$ cat config.mk
export PLATFORM = sky130hd
export DESIGN_NAME = evt_count_frontend
export DESIGN_NICKNAME = d
export VERILOG_FILES = /design/src/rtl/efe_pkg.sv /design/src/rtl/efe_phase_seq.sv /design/src/rtl/efe_pin_sampler.sv /design/src/rtl/evt_count_frontend.sv
export SDC_FILE = /design/constraint.sdc
export NUM_CORES = 1
export LEC_CHECK = 0
export BUFFER_PORTS_ARGS = -buffer_cell sky130_fd_sc_hd__buf_2
export CORE_AREA = 2 2 51 53
export DETAILED_ROUTE_END_ITERATION = 8
export DIE_AREA = 0 0 53 55
export GPL_ROUTABILITY_DRIVEN = 0
export PLACE_DENSITY = 0.52
export RECOVER_POWER = 50
export SETUP_SLACK_MARGIN = 0.2
export SLEW_MARGIN = 0
export SYNTH_ARGS = -nofsm -noshare
export SYNTH_HDL_FRONTEND = slang
export SYNTH_SLANG_ARGS = --single-unit
$ cat constraint.sdc
create_clock -name clk -period 1.3 [get_ports clk]
set_clock_uncertainty 0.05 [all_clocks]
set_input_delay 0.065 -clock clk [delete_from_list [all_inputs] [get_ports clk]]
set_output_delay 0.065 -clock clk [all_outputs]
set_load 0.05 [all_outputs]
$ cat src/rtl/efe_pkg.sv
package efe_pkg;
    localparam int MC_LEN = 12;
    localparam int PH_W   = $clog2(MC_LEN);

    typedef enum logic [PH_W-1:0] {
        PH_S1P1, PH_S1P2, PH_S2P1, PH_S2P2, PH_S3P1, PH_S3P2,
        PH_S4P1, PH_S4P2, PH_S5P1, PH_S5P2, PH_S6P1, PH_S6P2
    } mc_phase_e;

    typedef enum logic [1:0] {
        LVL_HIGH,
        LVL_FELL,
        LVL_LOW
    } samp_state_e;
endpackage

$ cat src/rtl/efe_phase_seq.sv
module efe_phase_seq
    import efe_pkg::*;
#(
    parameter int SMP_PH = 9,
    parameter int UPD_PH = 4
) (
    input  logic            clk,
    input  logic            rst_n,
    output logic [PH_W-1:0] phase_o,
    output logic            sample_stb_o,
    output logic            update_stb_o
);
    mc_phase_e ph_q, ph_d;

    always_ff @(posedge clk or negedge rst_n) begin
        if (!rst_n) ph_q <= PH_S1P1;
        else        ph_q <= ph_d;
    end

    always_comb begin
        unique case (ph_q)
            PH_S6P2: ph_d = PH_S1P1;
            default: ph_d = mc_phase_e'(ph_q + 1'b1);
        endcase
    end

    always_comb begin
        phase_o      = ph_q;
        sample_stb_o = (ph_q == mc_phase_e'(SMP_PH));
        update_stb_o = (ph_q == mc_phase_e'(UPD_PH));
    end
endmodule

$ cat src/rtl/efe_pin_sampler.sv
module efe_pin_sampler
    import efe_pkg::*;
#(
    parameter int SYNC_STAGES = 2
) (
    input  logic clk,
    input  logic rst_n,
    input  logic pin_i,
    input  logic sample_stb_i,
    input  logic update_stb_i,
    output logic evt_o
);
    logic [SYNC_STAGES-1:0] sync_q;
    samp_state_e st_q, st_d;

    always_ff @(posedge clk or negedge rst_n) begin
        if (!rst_n) sync_q <= '1;
        else        sync_q <= {sync_q[SYNC_STAGES-2:0], pin_i};
    end

    always_ff @(posedge clk or negedge rst_n) begin
        if (!rst_n) st_q <= LVL_HIGH;
        else        st_q <= st_d;
    end

    always_comb begin
        st_d = st_q;
        if (sample_stb_i) begin
            if (sync_q[SYNC_STAGES-1]) begin
                st_d = LVL_HIGH;
            end else begin
                unique case (st_q)
                    LVL_HIGH: st_d = LVL_FELL;
                    LVL_FELL: st_d = LVL_LOW;
                    LVL_LOW:  st_d = LVL_LOW;
                    default:  st_d = LVL_HIGH;
                endcase
            end
        end
    end

    always_comb begin
        evt_o = (st_q == LVL_FELL) && update_stb_i;
    end
endmodule

$ cat src/rtl/evt_count_frontend.sv
module evt_count_frontend
    import efe_pkg::*;
#(
    parameter int NUM_PINS    = 2,
    parameter int SYNC_STAGES = 2,
    parameter int SMP_PH      = 9,
    parameter int UPD_PH      = 4
) (
    input  logic                clk,
    input  logic                rst_n,
    input  logic [NUM_PINS-1:0] pin_i,
    output logic [PH_W-1:0]     phase_o,
    output logic                tick_o,
    output logic [NUM_PINS-1:0] evt_o
);
    logic sample_stb;
    logic update_stb;

    efe_phase_seq #(
        .SMP_PH(SMP_PH),
        .UPD_PH(UPD_PH)
    ) i_seq (
        .clk         (clk),
        .rst_n       (rst_n),
        .phase_o     (phase_o),
        .sample_stb_o(sample_stb),
        .update_stb_o(update_stb)
    );

    assign tick_o = update_stb;

    for (genvar g = 0; g < NUM_PINS; g++) begin : g_pin
        efe_pin_sampler #(
            .SYNC_STAGES(SYNC_STAGES)
        ) i_smp (
            .clk         (clk),
            .rst_n       (rst_n),
            .pin_i       (pin_i[g]),
            .sample_stb_i(sample_stb),
            .update_stb_i(update_stb),
            .evt_o       (evt_o[g])
        );
    end
endmodule

## After elaboration in Yosys (flattened, before gate mapping)

Cells that the tools add are included.

| storage, ports and cells | value |
|---|---|
| RAM bits | 0 |
| bits in read-only memories | 0 |
| bits of input ports | 4 |
| output and inout port bits | 7 |
| memories | 0 |
| flip-flop bits (word level) | 12 |
| latch bits | 0 |
| logic and storage cells | 24 |

| operators by class | value |
|---|---|
| divide/modulo/power cells | 0 |
| add/subtract/negate cells | 1 |
| reduce and logical (&&, ||, !) cells | 6 |
| multiplexer cells | 5 |
| $mul | 0 |
| $lt $le $gt $ge | 0 |
| bitwise gates (word level) | 0 |
| eq/ne operators | 7 |
| shift operators | 0 |

Operators by type and width:

| kind | number |
|---|---|
| == test 4 bit (second input constant) | 2 |
| case mux 2 bit (2 select lines) | 2 |
| adder 4 x 1 -> 4 bit (second input constant) | 1 |
| == test 2 x 1 -> 1 bit (second input constant) | 2 |
| == test 2 bit (second input constant) | 2 |
| == test 4 x 3 -> 1 bit (second input constant) | 1 |
| logical NOT 2 bit | 2 |
| 2-to-1 mux 2 bit | 2 |
| 2-to-1 mux 4 bit | 1 |
| OR reduction 2 bit | 2 |
| logical AND 1 bit | 2 |

## Longest topological paths before layout

Gate-level depths: netlist of run 1.

| depth | value |
|---|---|
| word-level depth | 4 |
| depth in mapped cells | 6 |

## Cells and area by module

Synthesis of run 1 repeated with hierarchy kept, for this count alone.

| unflattened totals | value |
|---|---|
| cell total of the unflattened synthesis | 46 |
| area total of the unflattened synthesis | 534.3 um^2 |

Modules (own cells, without submodules):

| module | cells each | area each (um^2) | times used | sequential area each (um^2) |
|---|---|---|---|---|
| efe_pin_sampler | 13 | 166.4 | 2 | 102.6 |
| efe_phase_seq | 20 | 201.4 | 1 | 100.1 |

## Least setup slack after synthesis of run 1

Ideal clock, no wire load.

| timing | value |
|---|---|
| kind | register to output |
| from | register i_seq.ph_q[1], in the netlist i_seq.phase_o[1] |
| to | output port evt_o[0] |
| stages on the path, launching flop included | 7 |
| data required time | 1185 ps |
| data arrival time | 1764 ps |
| slack | -579 ps |
| path through | dfrtp_1 -> inv_1 -> ha_1 -> nand2_1 -> nor2_2 -> and2_1 -> buf_4 |

| on the way | value |
|---|---|
| longest elaborated chain between the ends | 2 |

Ends and longest elaborated chain:

| element | RTL line | RTL |
|---|---|---|
| from (decl) | efe_phase_seq.sv:13 | `mc_phase_e ph_q, ph_d;` |
| from (signal assigned) | efe_phase_seq.sv:17 | `else ph_q <= ph_d;` |
| == test 4 x 3 -> 1 bit | efe_phase_seq.sv:30 | `update_stb_o = (ph_q == mc_phase_e'(UPD_PH));` |
| net tick_o | evt_count_frontend.sv:13 | `output logic tick_o,` |
| logical AND 1 bit | efe_pin_sampler.sv:43 | `evt_o = (st_q == LVL_FELL) && update_stb_i;` |
| to (decl) | evt_count_frontend.sv:14 | `output logic [NUM_PINS-1:0] evt_o` |

The timed path passes the listed nets, and every way through them passes these cells.

## Worst setup path after layout of run 1

| timing | value |
|---|---|
| from | register i_seq.ph_q[1], in the netlist i_seq.phase_o[1] |
| to | output port evt_o[0] |

| on the way | value |
|---|---|
| longest elaborated chain between the ends | 2 |

Ends and longest elaborated chain:

| element | RTL line |
|---|---|
| == test 4 x 3 -> 1 bit | efe_phase_seq.sv:30 |
| logical AND 1 bit | efe_pin_sampler.sv:43 |

No other way between the ends.

==> flow_metrics.env, run 1 <==
export IMPL_status="complete, but fails checks"
export IMPL_failed_checks="negative setup slack"
export IMPL_pwr_share_comb_pct=7.0
export IMPL_rows=18
export IMPL_power_density_nw_per_um2=817
export IMPL_die_width_um=53
export IMPL_dieArea_um2=2920
export IMPL_p_int_uw=592
export IMPL_grt_pass1_wl_um=1610
export IMPL_numCtsBuffers=3
export IMPL_post_drt_wl_per_cell_um=9.24
export IMPL_synth_area_um2=576
export IMPL_r2r_start="i_seq.phase_o[1]"
export IMPL_antenna_found_initial=0
export IMPL_clock_path_buffers=2
export IMPL_htree_levels=1
export IMPL_peakVddDrop_mv=0.642
export IMPL_io_buffers=10
export IMPL_diodes=0
export IMPL_yosysTopAreaCell="dfrtp_1"
export IMPL_fmax_mhz=700
export IMPL_clkSinkCount=12
export IMPL_switching_share_pct=21.6
export IMPL_critPathSlowestCell="dfrtp_2"
export IMPL_firstDrtPassIters=4
export IMPL_die_h_um=55
export IMPL_hold_violations=0
export IMPL_power_leakage_nw=0.414
export IMPL_ant_nets=0
export IMPL_ys_warn_count=0
export IMPL_synthTopCellsByArea="dfrtp_1, dfstp_2, ha_1, nand2b_1, o21ai_1"
export IMPL_drive_above_1_share_pct=55.3
export IMPL_seq_area_frac_synth_pct=53.0
export IMPL_rsz0062_at_grt="true"
export IMPL_maxCapViolCount=0
export IMPL_slew_headroom_pct=58.3
export IMPL_final_cell_mix="nand2b_1, o21ai_1, buf_8, buf_4, inv_1"
export IMPL_rr_worst_depth=8
export IMPL_cts_reportedPaths_clkPinSlew_ps=80
export IMPL_dpl_cell_area_um2=678
export IMPL_ff_latch_area_um2=310
export IMPL_drc=0
export IMPL_setup_worst_path_start_class="flip-flop"
export IMPL_period_needed_ps=1430
export IMPL_n_fill_cell=238
export IMPL_fin_ws_ps=-129
export IMPL_cts_root_buf="clkbuf_4"
export IMPL_ys_ff_latch=12
export IMPL_area_growth_synth_to_final_pct=60.4
export IMPL_grt_pass1_vias=361
export IMPL_drt_first_iter_violations=6
export IMPL_vias=404
export IMPL_regToRegEndpoint="i_seq.phase_o[3]"
export IMPL_insertion_delay_ps=270
export IMPL_grt_max_degree=13
export IMPL_overflow=0
export IMPL_pwr_share_clk_pct=39.3
export IMPL_min_path_type="in -> async"
export IMPL_slowest_delay_ps=410
export IMPL_synth_cell_type_count=13
export IMPL_avgSynthCellArea_um2=11.1
export IMPL_track_usage_pct=8.03
export IMPL_critPathKind="reg -> out"
export IMPL_cp_startpoint="i_seq.phase_o[1]"
export IMPL_p_sw_uw=163
export IMPL_crit_chain="inv_2 -> ha_4 -> nand2_4 -> nor2_4 -> and2_4 -> buf_8"
export IMPL_worstMarginPinSlew_ps=625
export IMPL_cp_required_ps=1190
export IMPL_io_pins=11
export IMPL_timing_final_crit_share_pct=110
export IMPL_synth_nets=63
export IMPL_finalSetupViolations=6
export IMPL_multiInputGateArea_um2=289
export IMPL_synthCells=52
export IMPL_post_route_util_pct=39.0
export IMPL_cts_tree="done"
export IMPL_initial_core_util_pct=24.3
export IMPL_drv_slew=0
export IMPL_end_kind="primary output"
export IMPL_hpwl_um=610
export IMPL_final_area_um2=923
export IMPL_wl_um=979
export IMPL_via_per_inst=3.81
export IMPL_critical_path_arrival_ps=1310
export IMPL_yosys_area_top_type_share_pct=34.8
export IMPL_core_um2=2360
export IMPL_p_seq_share_pct=53.6
export IMPL_rrSetupSlack_ps=-70
export IMPL_layout_nets=88
export IMPL_crit_fanout=3
-- area by class of cell --
class	count	share of cell area [%]
clock buffers	4	3.93
inverters	7	2.85
multi-input cells	31	31.3
flip-flops and latches	12	33.6
well taps	30	4.07
repair buffers	22	24.3
-- metal layers --
metal	global-route usage [%]	routed length, um	vias up
met5	0	0	-
met4	2.56	0	0
li1	-	-	209
met1	11.0	490	183
met3	4.03	71	0
met2	10.8	417	12
-- what timing repair did --
item,CTS,global route
cloned,0,0
hold buffers,3,0
pin swaps,8,1
endpoints found under the setup margin,13,14
resized for setup,28,6
setup buffers,6,1
hold endpoints to repair,14,0
-- cells in the mapped netlist (all sizes together) --
library cell / n
and2: 2
nor2: 1
dfrtp: 8
nand2: 5
nand2b: 6
inv: 7
nand3b: 1
dfstp: 4
ha: 7
buf: 2
a31oi: 1
o21ai: 6
nand3: 2
-- cells by family after synthesis --
group / after synthesis / share of synthesized area, %
AOI/OAI and AO/OA: 7 / 6.31
DFF: 12 / 53.0
adders and majority gates: 7 / 15.2
and+or+nand+nor: 17 / 18.3
buffers and inverters: 9 / 7.17
-- worst max-delay path, delay by kind of cell (launching register included) --
kind	cells	cell delay, ps
simple gates	3	270
fa+ha+maj	1	130
flops	1	410
buf+inv	2	210
-- flip-flops by register name, summed over array words and instances (netlist names) --
name and cells:
g_pin.i_smp.st_q 4, g_pin.i_smp.sync_q 4, i_seq.phase_o 4
-- worst max path at each step --
stage	endpoint	slack, ps
3_3_place_gp	evt_o[1]	50
5_1_grt	evt_o[0]	-210
4_1_cts	evt_o[0]	-150
2_1_floorplan	evt_o[0]	-290
6_report	evt_o[0]	-130
3_5_place_dp	evt_o[0]	30
-- per-stage QoR --
stage	cells	total power, mW	hold slack (ps)	setup TNS, ps	setup WS (ps)
3_5_place_dp	92	0.457	-95.5	0	28.9
4_1_cts	105	0.771	133	-599	-151
2_1_floorplan	52	0.438	-281	-583	-294
6_report	106	0.754	270	-569	-129
3_3_place_gp	92	0.455	-96.1	0	47.3
5_1_grt	106	0.799	311	-1030	-208
-- power by group through the flow --
stage | sequential [mW] | combinational [mW] | clock (mW)
after global routing | 0.406 | 0.0624 | 0.330
after floorplan | 0.408 | 0.0293 | 0
after global placement | 0.410 | 0.0458 | 0
after CTS | 0.404 | 0.0539 | 0.313
final | 0.405 | 0.0530 | 0.297
after detailed placement | 0.411 | 0.0459 | 0
Note: power is estimated with default switching activity, not from simulation.
==> run 2: changes to the inputs <==
Settings changed: CAP_MARGIN set to 10, CORE_AREA 2 2 51 53 to 2 2 57 48, DIE_AREA 0 0 53 55 to 0 0 59 50, SKIP_LAST_GASP set to 1.
==> flow_metrics.env, run 2 (same netlist as run 1, synthesis figures left out) <==
export IMPL_dp_slack_ps=22.6
export IMPL_post_route_util_pct=37.0
export IMPL_timing_final_crit_share_pct=111
export IMPL_die_width_um=59
export IMPL_layout_nets=85
export IMPL_critical_path_arrival_ps=1330
export IMPL_cts_root_buf="clkbuf_4"
export IMPL_multiInputGateArea_um2=288
export IMPL_power_leakage_nw=0.392
export IMPL_hpwl_um=683
export IMPL_ant_nets=0
export IMPL_core_um2=2360
export IMPL_power_density_nw_per_um2=855
export IMPL_wl_um=1000
export IMPL_drive_above_1_share_pct=56.2
export IMPL_finalSetupViolations=3
export IMPL_via_per_inst=3.92
export IMPL_grt_max_degree=13
export IMPL_fin_ws_ps=-142
export IMPL_n_fill_cell=241
export IMPL_track_usage_pct=8.26
export IMPL_min_path_type="in -> async"
export IMPL_power_total_uw=746
export IMPL_peakVddDrop_mv=0.707
export IMPL_htree_levels=1
export IMPL_rsz0062_at_grt="true"
export IMPL_diodes=0
export IMPL_ff_latch_area_um2=310
export IMPL_dieArea_um2=2950
export IMPL_grt_pass1_wl_um=1770
export IMPL_crit_fanout=3
export IMPL_area_growth_synth_to_final_pct=51.7
export IMPL_overflow=0
export IMPL_drv_slew=0
export IMPL_initial_core_util_pct=24.4
export IMPL_drt_first_iter_violations=8
export IMPL_cts_reportedPaths_clkPinSlew_ps=70
export IMPL_post_drt_wl_per_cell_um=10.0
export IMPL_cp_required_ps=1190
export IMPL_insertion_delay_ps=270
export IMPL_antenna_found_initial=0
export IMPL_rows=16
export IMPL_grt_pass1_vias=394
export IMPL_worstMarginPinSlew_ps=621
export IMPL_period_needed_ps=1440
export IMPL_setup_worst_path_start_class="flip-flop"
export IMPL_die_h_um=50
export IMPL_cts_tree="done"
export IMPL_vias=392
export IMPL_fmax_mhz=693
export IMPL_clock_path_buffers=2
export IMPL_end_kind="primary output"
export IMPL_status="complete, but fails checks"
export IMPL_stdcell_count=100
export IMPL_drc=0
export IMPL_final_cell_mix="nand2b_1, buf_4, o21ai_1, inv_1"
export IMPL_slew_headroom_pct=58.6
export IMPL_maxCapViolCount=0
export IMPL_numCtsBuffers=3
export IMPL_hold_violations=0
export IMPL_critPathKind="reg -> out"
export IMPL_firstDrtPassIters=4
export IMPL_failed_checks="negative setup slack"
export IMPL_rrSetupSlack_ps=150
export IMPL_io_buffers=10
export IMPL_clkSinkCount=12
export IMPL_dp_cells=89
export IMPL_io_pins=11
## run 2: cell count changes in the layout (fill, tap and decap cells not counted)
cell,previous run,this run
ha_4,3,2
o21ai_2,0,1
nand3_2,0,1
o21ai_1,6,5
nand3_1,2,1
buf_8,6,3
ha_2,0,1
## run 2: timing repair
action                                 CTS  global route
setup endpoints to repair               13            14
endpoints found under the hold margin   14             0
hold buffers                             3             0
pin swaps                                7             0
buffers inserted                         2             2
gates resized for setup                 19            11
## run 2: area by class of cell
cell class / instances / share of cell area (%)
Tap cell: 27 / 3.87
Multi-Input combinational cell: 31 / 33.0
Clock buffer: 4 / 4.15
Timing Repair Buffer: 19 / 20.5
Sequential cell: 12 / 35.5
Inverter: 7 / 3.01
## run 2: through the flow
| step | setup TNS [ps] | hold WS, ps | instance area (um2) |
|---|---|---|---|
| floorplan | -583 | -281 | 602 |
| global placement | 0 | -94.5 | 674 |
| detailed placement | 0 | -93.8 | 674 |
| CTS | -414 | 144 | 830 |
| global route | -606 | 310 | 873 |
| finish | -388 | 268 | 873 |
## run 2: worst paths after layout
path | from | cells after the start | to
min in group clk | g_pin[0].i_smp.sync_q[0] | 0 | g_pin[0].i_smp.sync_q[1]
max | i_seq.phase_o[1] | 6 | evt_o[0]
max reg2reg | i_seq.phase_o[0] | 5 | i_seq.phase_o[3]
min | rst_n | 2 | g_pin[1].i_smp.st_q[0]
max in group asynchronous | rst_n | 2 | i_seq.phase_o[3]
min reg2reg | g_pin[0].i_smp.sync_q[0] | 0 | g_pin[0].i_smp.sync_q[1]
## run 2: per-layer routing
metal	vias to the layer above	GRT usage (%)	wire, um
li1	203	-	-
met1	178	11.2	472
met2	11	11.7	470
met3	0	4.72	59
met4	0	1.14	0
met5	-	0	0
## run 2: critical path, stage by stage (launching register included)
cell	delay (ps)
dfrtp_2	410
inv_2	80
ha_4	140
nand2_4	50
nor2_4	90
and2_4	150
buf_8	130
## run 2: power by group
group	total (mW)	switching, mW	internal [mW]
sequential	0.404	0.00930	0.395
clock	0.288	0.118	0.170
combinational	0.0540	0.0268	0.0271
total	0.746	0.155	0.592
